<file path="src/rtl/genlock_pkg.sv">
package genlock_pkg;
  typedef enum logic [1:0] {
    GL_RUN   = 2'd0,
    GL_HOLD  = 2'd1,
    GL_DELAY = 2'd2
  } gl_state_e;
endpackage

</file>
<file path="src/rtl/genlock_vsync_edge.sv">
module genlock_vsync_edge #(
  parameter int STAGES = 2
) (
  input  logic clk,
  input  logic rst,
  input  logic async_in,
  output logic rise_o
);
  // chain[STAGES-1] is the synchronized level, chain[STAGES] its history
  logic [STAGES:0] chain;

  always_ff @(posedge clk) begin
    if (rst) chain <= '0;
    else     chain <= {chain[STAGES-1:0], async_in};
  end

  assign rise_o = chain[STAGES-1] & ~chain[STAGES];

  // an edge shows as a pulse one cycle wide
  p_rise_single_r4: assert property (@(posedge clk) disable iff (rst)
    rise_o |=> !rise_o);
endmodule

</file>
<file path="src/rtl/genlock_delay_cnt.sv">
module genlock_delay_cnt #(
  parameter int DLY_W = 8
) (
  input  logic             clk,
  input  logic             rst,
  input  logic             load,
  input  logic [DLY_W-1:0] value,
  input  logic             busy,
  output logic             last_o
);
  logic [DLY_W-1:0] cnt;

  always_ff @(posedge clk) begin
    if (rst)       cnt <= '0;
    else if (load) cnt <= value;
    else if (busy) cnt <= cnt - 1'b1;
  end

  assign last_o = (cnt <= DLY_W'(1));

  // while the delay runs, cycles remain to be counted
  p_delay_nonzero_r5: assert property (@(posedge clk) disable iff (rst)
    busy |-> (cnt != '0));
endmodule

</file>
<file path="src/rtl/genlock_tmo_cnt.sv">
module genlock_tmo_cnt #(
  parameter int TMO_W = 16
) (
  input  logic             clk,
  input  logic             rst,
  input  logic             clear,
  input  logic             en,
  input  logic [TMO_W-1:0] limit,
  output logic             expired_o
);
  localparam int CW = TMO_W + 1;
  logic [TMO_W-1:0] cnt;

  always_ff @(posedge clk) begin
    if (rst || clear)   cnt <= '0;
    else if (~&cnt)     cnt <= cnt + 1'b1;
  end

  assign expired_o = en && ((CW'(cnt) + CW'(1)) >= CW'(limit));
endmodule

</file>
<file path="src/rtl/genlock_hold_fsm.sv">
module genlock_hold_fsm
  import genlock_pkg::*;
(
  input  logic      clk,
  input  logic      rst,
  input  logic      lock_en,
  input  logic      frame_end,
  input  logic      vs_rise,
  input  logic      dly_zero,
  input  logic      dly_last,
  input  logic      tmo_hit,
  input  logic      tmo_clr,
  output gl_state_e state_o,
  output logic      clk_en_o,
  output logic      tmo_flag_o
);
  gl_state_e state;
  logic      tmo_set;

  always_comb begin
    tmo_set = lock_en && (state == GL_HOLD) && !vs_rise && tmo_hit;
  end

  always_ff @(posedge clk) begin
    if (rst) begin
      state    <= GL_RUN;
      clk_en_o <= 1'b1;
    end else if (!lock_en) begin
      state    <= GL_RUN;
      clk_en_o <= 1'b1;
    end else begin
      case (state)
        GL_RUN: if (frame_end) begin
          state    <= GL_HOLD;
          clk_en_o <= 1'b0;
        end
        GL_HOLD: if (vs_rise) begin
          if (dly_zero) begin
            state    <= GL_RUN;
            clk_en_o <= 1'b1;
          end else begin
            state <= GL_DELAY;
          end
        end else if (tmo_hit) begin
          state    <= GL_RUN;
          clk_en_o <= 1'b1;
        end
        GL_DELAY: if (dly_last) begin
          state    <= GL_RUN;
          clk_en_o <= 1'b1;
        end
        default: begin
          state    <= GL_RUN;
          clk_en_o <= 1'b1;
        end
      endcase
    end
  end

  always_ff @(posedge clk) begin
    if (rst)          tmo_flag_o <= 1'b0;
    else if (tmo_set) tmo_flag_o <= 1'b1;
    else if (tmo_clr) tmo_flag_o <= 1'b0;
  end

  assign state_o = state;

  // with lock off the clock keeps running
  p_free_run_r2: assert property (@(posedge clk) disable iff (rst)
    !lock_en |=> clk_en_o);
  // end of frame while running starts a hold
  p_hold_on_end_r3: assert property (@(posedge clk) disable iff (rst)
    (lock_en && frame_end && clk_en_o) |=> !clk_en_o);
  // the flag only drops on a clear
  p_flag_sticky_r9: assert property (@(posedge clk) disable iff (rst)
    (tmo_flag_o && !tmo_clr) |=> tmo_flag_o);
  // no release from hold without an edge, a timeout or lock off
  p_hold_needs_cause_r6: assert property (@(posedge clk) disable iff (rst)
    (state == GL_HOLD && lock_en && !vs_rise && !tmo_hit) |=> !clk_en_o);
endmodule

</file>
<file path="src/rtl/genlock_hold_ctrl.sv">
module genlock_hold_ctrl
  import genlock_pkg::*;
#(
  parameter int DLY_W       = 8,
  parameter int TMO_W       = 16,
  parameter int SYNC_STAGES = 2
) (
  input  logic             clk,
  input  logic             rst,
  input  logic             lock_en,
  input  logic             frame_end,
  input  logic             vsync_in,
  input  logic [DLY_W-1:0] dly_cycles,
  input  logic             tmo_en,
  input  logic [TMO_W-1:0] tmo_limit,
  input  logic             tmo_clr,
  output logic             gfx_clk_en,
  output logic             hold_busy,
  output logic             tmo_flag
);
  gl_state_e state;
  logic      vs_rise, dly_last, tmo_hit, dly_zero, dly_load;

  assign dly_zero = (dly_cycles == '0);
  assign dly_load = lock_en && (state == GL_HOLD) && vs_rise && !dly_zero;

  genlock_vsync_edge #(.STAGES(SYNC_STAGES)) u_sync (
    .clk(clk), .rst(rst), .async_in(vsync_in), .rise_o(vs_rise)
  );

  genlock_delay_cnt #(.DLY_W(DLY_W)) u_dly (
    .clk(clk), .rst(rst), .load(dly_load), .value(dly_cycles),
    .busy(state == GL_DELAY), .last_o(dly_last)
  );

  genlock_tmo_cnt #(.TMO_W(TMO_W)) u_tmo (
    .clk(clk), .rst(rst), .clear(state != GL_HOLD), .en(tmo_en),
    .limit(tmo_limit), .expired_o(tmo_hit)
  );

  genlock_hold_fsm u_fsm (
    .clk(clk), .rst(rst), .lock_en(lock_en), .frame_end(frame_end),
    .vs_rise(vs_rise), .dly_zero(dly_zero), .dly_last(dly_last),
    .tmo_hit(tmo_hit), .tmo_clr(tmo_clr), .state_o(state),
    .clk_en_o(gfx_clk_en), .tmo_flag_o(tmo_flag)
  );

  assign hold_busy = !gfx_clk_en;

  // lock off releases on the next edge
  p_lock_drop_r10: assert property (@(posedge clk) disable iff (rst)
    (!lock_en && hold_busy) |=> !hold_busy);
endmodule

</file>
<file path="config.mk">
export PLATFORM = sky130hd
export DESIGN_NAME = genlock_hold_ctrl
export DESIGN_NICKNAME = d
export VERILOG_FILES = /design/src/rtl/genlock_pkg.sv /design/src/rtl/genlock_vsync_edge.sv /design/src/rtl/genlock_delay_cnt.sv /design/src/rtl/genlock_tmo_cnt.sv /design/src/rtl/genlock_hold_fsm.sv /design/src/rtl/genlock_hold_ctrl.sv
export SDC_FILE = /design/constraint.sdc
export NUM_CORES = 1
export LEC_CHECK = 0
export CORE_MARGIN = 8
export CORE_UTILIZATION = 55
export DETAILED_ROUTE_END_ITERATION = 6
export DONT_BUFFER_PORTS = 1
export PLACE_DENSITY = 0.7
export SLEW_MARGIN = 10
export SYNTH_ARGS = -nofsm -noshare
export SYNTH_HDL_FRONTEND = slang
export SYNTH_SLANG_ARGS = --single-unit
</file>
<file path="constraint.sdc">
create_clock -name clk -period 6.29 [get_ports clk]
set_input_delay 1.258 -clock clk [delete_from_list [all_inputs] [get_ports clk]]
set_output_delay 1.258 -clock clk [all_outputs]
set_load 0.05 [all_outputs]
</file>
# ---- Yosys cells after proc, flatten, opt, wreduce, memory -nomap -nowiden
# Cells that the tools add are included.
dict set report word_totals {
  regBits 31
  output_inout_bits 3
  word_cells 55
}
dict set report classes {
  add_sub_neg 3
  order_cmp 2
  n_eq_ne 7
  mux 16
  bitwise 3
  n_reduce_logical 18
}
# op n
set ops {}
lappend ops {{adder 16 x 1 -> 17 bit, second input constant} 1}
lappend ops {{greater-or-equal comparator 17 x 16 -> 1 bit} 1}
lappend ops {{adder 16 x 1 -> 16 bit, second input constant} 1}
lappend ops {{2-to-1 mux 8 bit} 2}
lappend ops {{AND reduction 16 bit} 1}
lappend ops {{2-to-1 mux 2 bit} 5}
lappend ops {{<= comparator 8 x 1 -> 1 bit, second input constant} 1}
lappend ops {{zero test 8 bit} 1}
lappend ops {{subtractor 8 x 1 -> 8 bit, second input constant} 1}
lappend ops {{2-to-1 mux 1 bit} 7}
lappend ops {{logical AND 1 bit} 6}
lappend ops {{case mux 2 bit (3 select lines)} 1}
lappend ops {{inequality test 2 bit, second input constant} 2}
lappend ops {{AND reduction 4 bit} 1}
lappend ops {{nonzero test 2 bit} 2}
lappend ops {{zero test 1 bit} 3}
lappend ops {{inequality test 3 x 1 -> 1 bit, second input constant} 1}
lappend ops {{inequality test 3 bit, second input constant} 1}
lappend ops {{case mux 1 bit (3 select lines)} 1}
lappend ops {{AND reduction 3 bit} 1}
lappend ops {{== test 2 x 1 -> 1 bit, second input constant} 1}
lappend ops {{== test 2 bit, second input constant} 1}
lappend ops {{zero test 2 bit} 1}
lappend ops {{inequality test 2 x 1 -> 1 bit, second input constant} 1}
lappend ops {{other kinds (4)} 5}

# ---- Logic depth before layout (Yosys ltp)
# Gate-level depths: netlist of run 1.
dict set report logic_depth {
  depth_word 6
  ltp_mapped 13
}

# ---- Modules after synthesis
# A second synthesis of run 1 with hierarchy kept.
dict set report unflattened {
  hier_cells 240
  hier_area_um2 2015.7
}
# mod instances cells_each area_per_inst_um2 seq_area_each_um2
set by_module_without_submodules {}
lappend by_module_without_submodules {genlock_tmo_cnt 1 147 1199.9 320.3}
lappend by_module_without_submodules {genlock_delay_cnt 1 59 485.5 160.2}
lappend by_module_without_submodules {genlock_hold_fsm 1 19 186.4 80.1}
lappend by_module_without_submodules {genlock_vsync_edge 1 7 87.6 60.1}
lappend by_module_without_submodules {genlock_hold_ctrl 1 8 56.3 0.0}

# ---- Worst setup path before layout of run 1
# Ideal clock, no wire load.
dict set report synth_timing {
  path_kind {input port to flip-flop}
  from {input tmo_limit[2]}
  to {register u_fsm.clk_en_o}
  setup_ns 0.122
  arrival_time_ns 3.102
  t_required_ns 6.168
  setup_slack_ns 3.066
  path_stages 8
  n_path_buf 0
  path_cell_list {inv_1 ha_1 a21oi_1 o21ai_0 a2111o_1 a211o_2 or2_2 a221o_1}
}
dict set report synth_via {
  elab_chain_len 4
}
# item line_no
set synth_lines {}
lappend synth_lines {{start, declared} genlock_hold_ctrl.sv:15} ;# input logic [TMO_W-1:0] tmo_limit,
lappend synth_lines {{greater-or-equal comparator 17 x 16 -> 1 bit} genlock_tmo_cnt.sv:19} ;# assign expired_o = en && ((CW'(cnt) + CW'(1)) >= CW'(limit));
lappend synth_lines {{logical AND 1 bit} genlock_tmo_cnt.sv:19}
lappend synth_lines {{inequality test 3 x 1 -> 1 bit (no source line)} --}
lappend synth_lines {{AND reduction 4 bit (no source line)} --}
lappend synth_lines {{end signal, assigned} genlock_hold_fsm.sv:27} ;# clk_en_o <= 1'b1;
lappend synth_lines {{end signal, assigned} genlock_hold_fsm.sv:30} ;# clk_en_o <= 1'b1;
lappend synth_lines {{end signal, assigned} genlock_hold_fsm.sv:35} ;# clk_en_o <= 1'b0;
lappend synth_lines {{end, declared} genlock_hold_fsm.sv:14} ;# output logic clk_en_o,
# Every way passes these cells.
# A chain may end at the register's enable or synchronous reset.

# ---- Worst setup path after layout of run 1
dict set report layout_timing {
  from {register u_tmo.cnt[0]}
  to {register u_fsm.clk_en_o}
}
dict set report layout_via {
  elab_chain_len 5
}
# item line_no
set layout_lines {}
lappend layout_lines {{start, declared} genlock_tmo_cnt.sv:12} ;# logic [TMO_W-1:0] cnt;
lappend layout_lines {{start signal, assigned} genlock_tmo_cnt.sv:16} ;# else if (~&cnt) cnt <= cnt + 1'b1;
lappend layout_lines {{adder 16 x 1 -> 17 bit} genlock_tmo_cnt.sv:19}
lappend layout_lines {{greater-or-equal comparator 17 x 16 -> 1 bit} genlock_tmo_cnt.sv:19}
lappend layout_lines {{logical AND 1 bit} genlock_tmo_cnt.sv:19}
lappend layout_lines {{inequality test 3 x 1 -> 1 bit (no source line)} --}
lappend layout_lines {{AND reduction 4 bit (no source line)} --}
# Every way passes these cells.

==> flow_summary.rst, run 1 <==
.. list-table::
   :header-rows: 1

   * - Metric
     - Value
   * - Detailed-route wire length
     - approximately 3.8 mm
   * - Length in cells of the worst reg-to-reg path
     - 12
   * - Reg2Reg Setup Slack
     - between 3000 and 4000 ps
   * - Number of buffers inserted during clock tree synthesis
     - 5
   * - Min cycle time layout
     - 3250 ps
   * - Post-detailed-route count of antenna-violating nets
     - 0
   * - CTS clock-pin slew for the worst setup and hold paths
     - about 90 ps
   * - H-tree levels
     - 2
   * - Worst slew margin
     - between 50% and 60%
   * - Endpoint arrival time on the critical path
     - 3470 ps
   * - Multi-input gate area in the final layout
     - between 0.001 and 0.0015 sq mm
   * - Final count of pins violating max slew
     - 0
   * - Share of post-route cells with drive strength above 1
     - 5.39%
   * - Routed length per placed instance
     - 13.2 um
   * - Clock Tree Buf Depth
     - 2
   * - Die area
     - 0.00559 sq mm
   * - Total number of nets in the final design
     - 290
   * - Number of antenna violations at the first check in global routing
     - 0
   * - Crit Reg-Reg Endpoint
     - u_fsm.clk_en_o
   * - Number of global-route vias before repair
     - 1529
   * - Beginning of the worst register-to-register path
     - u_tmo.cnt[0]
   * - Final setup fails
     - 0
   * - Tcrit/Tclk final
     - 51.7%
   * - Max stage delay cell, worst path
     - sky130_fd_sc_hd__dfxtp_1
   * - Data required time at the worst endpoint
     - 6510 ps
   * - Post-synthesis area per instance
     - 7.95 sq um
   * - Type of destination of the critical path
     - flip-flop
   * - Capture point of the critical path
     - u_fsm.clk_en_o
   * - Cell with the most instances on the worst path
     - sky130_fd_sc_hd__ha_1
   * - # IOs
     - 34
   * - Final global-route overflow total
     - 0
   * - Total nets after synthesis
     - 289
   * - Maximum cell stage delay along the critical path
     - 450 ps
   * - Power per cell area
     - about 180 mW/mm^2
   * - First-pass GRT wire length
     - about 6.7 mm
   * - Ys Warns
     - 0
   * - DR vias/cell
     - between 5 and 6
   * - Final weighted congestion in routability-driven placement
     - 0.791
   * - Sequential cell area fraction in the yosys report
     - about a third
   * - Series of cell instances along the critical path
     - ha_1 -> nand4_1 -> or3_1 -> xor2_1 -> inv_1 -> ha_1 -> a211o_1 -> o211ai_1 -> a31oi_1 -> a211o_2 -> or2_2 -> a221o_1
   * - Clock sink total
     - 31
   * - Cell type with the highest aggregate area in the netlist
     - sky130_fd_sc_hd__dfxtp_1
   * - Netlist Area Pre-Place
     - approximately 0.0019 sq mm
   * - Slew @ Worst Pin
     - 635 ps
   * - Buffer type at the clock tree root
     - sky130_fd_sc_hd__clkbuf_4
   * - Setup repair after global routing missed its margin
     - false
   * - Register bit count reported by yosys
     - 31
   * - Maximum net fanout on the critical path
     - 5
   * - Final TNS setup
     - 0 ps
   * - Total chip power
     - 0.350 mW
   * - Most common flop cell mapped by yosys
     - sky130_fd_sc_hd__dfxtp_1
   * - Crit path launch type
     - flip-flop
   * - Number of DRC markers in iteration 0
     - 83
   * - Die width
     - between 70 and 80 um
   * - Count of unresolved DRC violations after routing
     - 0
   * - Yosys cell types
     - 38
   * - Num rows
     - 21
   * - Max Fclk
     - 308 MHz
   * - Cts hold-fix bufs
     - 0
   * - Cell types occupying the most area after synthesis
     - sky130_fd_sc_hd__dfxtp_1, sky130_fd_sc_hd__ha_1, sky130_fd_sc_hd__a21oi_1
   * - Leading cell type by number of instances after synthesis
     - sky130_fd_sc_hd__inv_1
   * - Layout overhead on the synthesized area
     - 5.07%
   * - Critical path startpoint
     - u_tmo.cnt[0]
   * - Final-report hold violation count
     - 0
   * - Leakage component of the power
     - between 0.9 and 1 nW
   * - Pre-antenna DRT Iters
     - 4
   * - Clock tree from TritonCTS
     - done
   * - Post-CTS Setup Bufs
     - 0
   * - Gates resized, CTS repair
     - 0
   * - Number of antenna cells inserted
     - 0
   * - Y dimension of the die
     - 74.8 um
   * - EDFF count, synth
     - 0
   * - Fraction of post-synthesis cell area in the top cell type by area
     - 32.7%
   * - Cell count after synthesis
     - 239
   * - Asr flop ratio synth
     - 0%
   * - Synth cell count leaders
     - sky130_fd_sc_hd__inv_1, sky130_fd_sc_hd__dfxtp_1, sky130_fd_sc_hd__a21oi_1, sky130_fd_sc_hd__ha_1, sky130_fd_sc_hd__nor2_1
   * - Clock insertion delay at the later pin of the skew report
     - around 320 ps
   * - I/O Buffers
     - 0
   * - Total of max-cap violations
     - 0
   * - Maximum number of pins on one net before global-route repair
     - 17
   * - Register area
     - 621 sq um
   * - DPL Wire Length
     - 2.99 mm
   * - Type of the worst setup path
     - reg2reg
   * - Classification of the worst-slack hold path
     - reg2reg
   * - Fill cells
     - 332
   * - Initial core utilization
     - 57.0%
   * - Setup skew after layout
     - 3.32 ps
   * - Aggregate global-route resource usage
     - 15.4%
   * - Detailed-route via count
     - around 1600
   * - Area of the core
     - 0.00334 sq mm
   * - Run status
     - finished clean
   * - Maximum resistive drop on vdd
     - between 0.1 and 0.15 mV
[logic make-up after synthesis]
logic type               synth area share, %
adder cells (fa/ha/maj)                 12.5
XOR/XNOR                                7.37
AND/OR/NAND/NOR                         22.6
buffers and inverters                   8.89
multiplexers                           0.527
AO/OA/AOI/OAI                           15.5
flip-flops                              32.7
[where the power goes]
part | internal [mW] | switching, mW | total (mW)
Sequential | 0.198 | 0.00273 | 0.201
Clock | 0.0657 | 0.0651 | 0.131
Combinational | 0.00770 | 0.0110 | 0.0187
[sequential cells by signal (all words and copies together), names as in the netlist]
register          flops
u_dly.cnt             8
u_fsm.clk_en_o        1
u_fsm.state_o         2
u_fsm.tmo_flag_o      1
u_sync.chain          3
u_tmo.cnt            16
[worst min path at each step]
stage,endpoint,cells after the start,slack (ps),from
finish,u_sync.chain[1],1,450,u_sync.chain[0]
global route,u_sync.chain[1],1,460,u_sync.chain[0]
floorplan,u_sync.chain[1],1,410,u_sync.chain[0]
CTS,u_sync.chain[1],1,450,u_sync.chain[0]
detailed placement,u_sync.chain[1],1,430,u_sync.chain[0]
global placement,u_sync.chain[1],1,420,u_sync.chain[0]
[critical path, delay by kind of cell (launching register included)]
family | cells | cell delay [ps]
compound gates | 5 | 1100
xor+xnor | 1 | 180
fa+ha+maj | 2 | 540
buf+inv | 1 | 70
flops | 1 | 450
simple gates | 3 | 810
[area by class of cell]
class	instances	area share, %
multi-input combinational	165	55.6
sequential	31	31.1
inverter	37	6.95
clock buffer	8	3.45
tap	46	2.88
[layer usage]
layer,wire length (um),global-route usage (%)
met1,1840,19.4
met3,181,4.93
met5,0,0
met2,1760,23.7
met4,21,5.87
[stage by stage]
step                      std cells  hold WS (ps)  setup WS [ps]  utilization [%]  instance area (sq um)
after global routing            287           461           2740             59.8                   2000
after CTS                       287           447           3020             59.8                   2000
after detailed placement        279           429           2920             57.8                   1930
after floorplan                 239           414           3070                -                   1900
after global placement          279           423           2920             57.8                   1930
final                           287           447           3040             59.8                   2000
[placed cells by master, fill, tap and decap left out, types with 3 or more instances in the layout]
| master | n |
|---|---|
| sky130_fd_sc_hd__nand2_1 | 11 |
| sky130_fd_sc_hd__nand4_1 | 8 |
| sky130_fd_sc_hd__dfxtp_1 | 31 |
| sky130_fd_sc_hd__inv_1 | 37 |
| sky130_fd_sc_hd__nor2_1 | 17 |
| sky130_fd_sc_hd__and3_1 | 3 |
| sky130_fd_sc_hd__nor2b_1 | 6 |
| sky130_fd_sc_hd__a21oi_1 | 28 |
| sky130_fd_sc_hd__clkbuf_4 | 5 |
| sky130_fd_sc_hd__nand3_1 | 13 |
| sky130_fd_sc_hd__nor3_1 | 6 |
| sky130_fd_sc_hd__o21ai_0 | 4 |
| sky130_fd_sc_hd__xnor2_1 | 8 |
| sky130_fd_sc_hd__nand2b_1 | 6 |
| sky130_fd_sc_hd__xor2_1 | 8 |
| sky130_fd_sc_hd__a31oi_1 | 4 |
| sky130_fd_sc_hd__ha_1 | 19 |
Power figures use the tool's default switching activity.
==> run 2, diff against run 1 <==
- PLACE_DENSITY: 0.7 -> 0.73
- clock period: 6.29 -> 2.7 ns (I/O delays scaled with it)
==> flow_summary.rst, run 2 (synthesis gave the netlist of run 1 again) <==
.. list-table::
   :header-rows: 1

   * - Metric
     - Value
   * - Run status
     - complete, but fails checks
   * - Failing checks
     - setup timing
   * - Final-report hold violation count
     - 0 (unchanged)
   * - Tcrit/Tclk final
     - 109% (+58 points)
   * - Detailed-route via count
     - 1796 (+15%)
   * - Most frequent cells in the layout
     - sky130_fd_sc_hd__buf_4, sky130_fd_sc_hd__inv_1, sky130_fd_sc_hd__dfxtp_1
   * - Top register by number of flip-flops
     - u_tmo.cnt
   * - H-tree levels
     - 2 (unchanged)
   * - Total of max-cap violations
     - 0 (unchanged)
   * - Flip-flop count of the largest register after layout
     - 16 (unchanged)
   * - Final TNS setup
     - -410 ps (-410 ps)
   * - Y dimension of the die
     - 74.8 um (unchanged)
   * - Clock insertion delay at the later pin of the skew report
     - 320 ps (about the same)
   * - Final setup fails
     - 3 (+3)
   * - Maximum cell stage delay along the critical path
     - 380 ps (-70 ps)
   * - Final global-route overflow total
     - 0 (unchanged)
   * - Clock sink total
     - 31 (unchanged)
   * - Number of buffers inserted during clock tree synthesis
     - 5 (unchanged)
   * - Max Fclk
     - 339 MHz (+10%)
   * - Num rows
     - 21 (unchanged)
   * - Clock Tree Buf Depth
     - 2 (unchanged)
   * - Min cycle time layout
     - 2950 ps (-302 ps)
   * - Post-Route Utilization
     - 72.8% (+13 points)
   * - Biggest regs
     - u_tmo.cnt x16, u_dly.cnt x8, u_sync.chain x3
   * - Die width
     - 74.8 um (unchanged)
   * - Number of DRC markers in iteration 0
     - 47 (-43%)
   * - Critical path startpoint
     - u_tmo.cnt[0]
   * - I/O Buffers
     - 0 (unchanged)
   * - CTS clock-pin slew for the worst setup and hold paths
     - 100 ps (about the same)
   * - Count of unresolved DRC violations after routing
     - 0 (unchanged)
   * - Post-detailed-route count of antenna-violating nets
     - 0 (unchanged)
   * - Post-route cell area
     - 0.00243 sq mm (+22%)
   * - Maximum number of pins on one net before global-route repair
     - 17 (unchanged)
   * - Most common library cell in the layout ignoring fill and taps
     - sky130_fd_sc_hd__buf_4
   * - Detailed-route wire length
     - 4.69 mm (+23%)
   * - Setup repair after global routing missed its margin
     - true
   * - Clock tree from TritonCTS
     - done
   * - Total chip power
     - 0.795 mW (+130%)
   * - DR vias/cell
     - 5.48 (+0.87%)
   * - Max stage delay cell, worst path
     - sky130_fd_sc_hd__dfxtp_4
   * - Final count of pins violating max slew
     - 0 (unchanged)
   * - Setup skew after layout
     - 11.0 ps (+7.71 ps)
   * - Worst setup margin
     - -248 ps (-3290 ps)
   * - Aggregate global-route resource usage
     - 17.4% (+2.0 points)
   * - # IOs
     - 34 (unchanged)
   * - Initial core utilization
     - 57.0% (unchanged)
   * - Crit path launch type
     - flip-flop
   * - Final weighted congestion in routability-driven placement
     - 0.855 (+8.2%)
   * - Pre-antenna DRT Iters
     - 4 (unchanged)
   * - Layout overhead on the synthesized area
     - 27.8%
   * - Maximum resistive drop on vdd
     - 0.403 mV (+220%)
   * - Maximum net fanout on the critical path
     - 3 (-2)
   * - Endpoint arrival time on the critical path
     - 3160 ps (-310 ps)
   * - Area of the core
     - 0.00334 sq mm (unchanged)
   * - Type of the worst setup path
     - reg2reg
   * - Placement-stage worst setup slack
     - -353 ps (-3280 ps)
   * - Series of cell instances along the critical path
     - ha_4 -> nand4_1 -> or3_1 -> xor2_1 -> inv_1 -> ha_4 -> a211o_1 -> o211ai_1 -> a31oi_1 -> a211o_2 -> or2_4 -> a221o_1
   * - Dominant delay contributor by cell family on the critical path
     - compound AO/OA/AOI/OAI gates
   * - Share of post-route cells with drive strength above 1
     - 26.6% (+21 points)
   * - Leakage component of the power
     - 1.15 nW (+20%)
   * - Post-detailed-placement cell area
     - 0.00220 sq mm (+14%)
   * - Cts hold-fix bufs
     - 0 (unchanged)
   * - Source of the worst hold timing path
     - rst
   * - First-pass GRT wire length
     - 7.63 mm (+13%)
   * - Beginning of the worst register-to-register path
     - u_tmo.cnt[0]
   * - Data required time at the worst endpoint
     - 2910 ps (-3600 ps)
   * - Number of global-route vias before repair
     - 1822 (+19%)
   * - Die area
     - 0.00559 sq mm (unchanged)
   * - DPL Wire Length
     - 3.34 mm (+12%)
   * - Type of destination of the critical path
     - flip-flop
   * - Cell with the most instances on the worst path
     - sky130_fd_sc_hd__ha_4
   * - Number of antenna violations at the first check in global routing
     - 0 (unchanged)
   * - Worst slew margin
     - 59.1% (+1.4 points)
   * - Power per cell area
     - 328 mW/mm^2 (+87%)
   * - Total number of nets in the final design
     - 331 (+14%)
   * - Buffer type at the clock tree root
     - sky130_fd_sc_hd__clkbuf_4
   * - Classification of the worst-slack hold path
     - in2reg
   * - Slew @ Worst Pin
     - 614 ps (-20.4 ps)
   * - Number of buffer and inverter stages on the critical path
     - 1 (unchanged)
   * - Routed length per placed instance
     - 14.3 um (+8.0%)
   * - Number of antenna cells inserted
     - 0 (unchanged)
[run 2: cell types whose count changed in the layout (fill, tap and decap cells not counted), moves of 3 or more]
cell,delta
sky130_fd_sc_hd__buf_4,+41
sky130_fd_sc_hd__dfxtp_1,-4
sky130_fd_sc_hd__dfxtp_4,+3
sky130_fd_sc_hd__ha_1,-4
sky130_fd_sc_hd__ha_4,+4
sky130_fd_sc_hd__xor2_1,-3
sky130_fd_sc_hd__xor2_2,+3
[run 2: per-stage QoR]
stage,std cells,hold WS [ps]
after global placement,312,421
after detailed placement,312,428
after floorplan,239,414
final,328,269
after CTS,324,257
after global routing,328,246
[run 2: final timing paths]
check	end	cells after the start	slack [ps]
worst max register to register	u_fsm.clk_en_o	12	-250
worst min-delay path	u_dly.cnt[6]	1	270
worst max-delay path	u_fsm.clk_en_o	12	-250
worst min register to register	u_sync.chain[1]	1	440
[run 2: final cells by class]
| cell class | count | area (sq um) |
|---|---|---|
| clock buffers | 7 | 55.1 |
| clock inverters | 1 | 5.00 |
| fillers | 258 | 908 |
| inverters | 37 | 139 |
| multi-input cells | 165 | 1230 |
| flip-flops and latches | 31 | 633 |
| well taps | 46 | 57.6 |
| repair buffers | 41 | 308 |
[run 2: what timing repair did]
item	4_1_cts	5_1_grt
endpoints found under the setup margin	3	3
resized for setup	12	9
setup buffers	4	4
pin swaps	15	6
[run 2: layer usage]
metal  up-vias  GRT usage, %  routed length (um)
met5         -             0                   0
met1       846          17.9                2000
met3         6          4.93                 230
li1        906             -                   -
met4         0          6.30                  54
met2        38          32.4                2400
[run 2: power by group]
part	leakage (nW)	total [mW]	internal, mW	switching [mW]
Sequential	0.253	0.465	0.459	0.00626
Clock	0.0353	0.277	0.126	0.151
Combinational	0.859	0.0535	0.0237	0.0298
Total	1.15	0.795	0.609	0.187
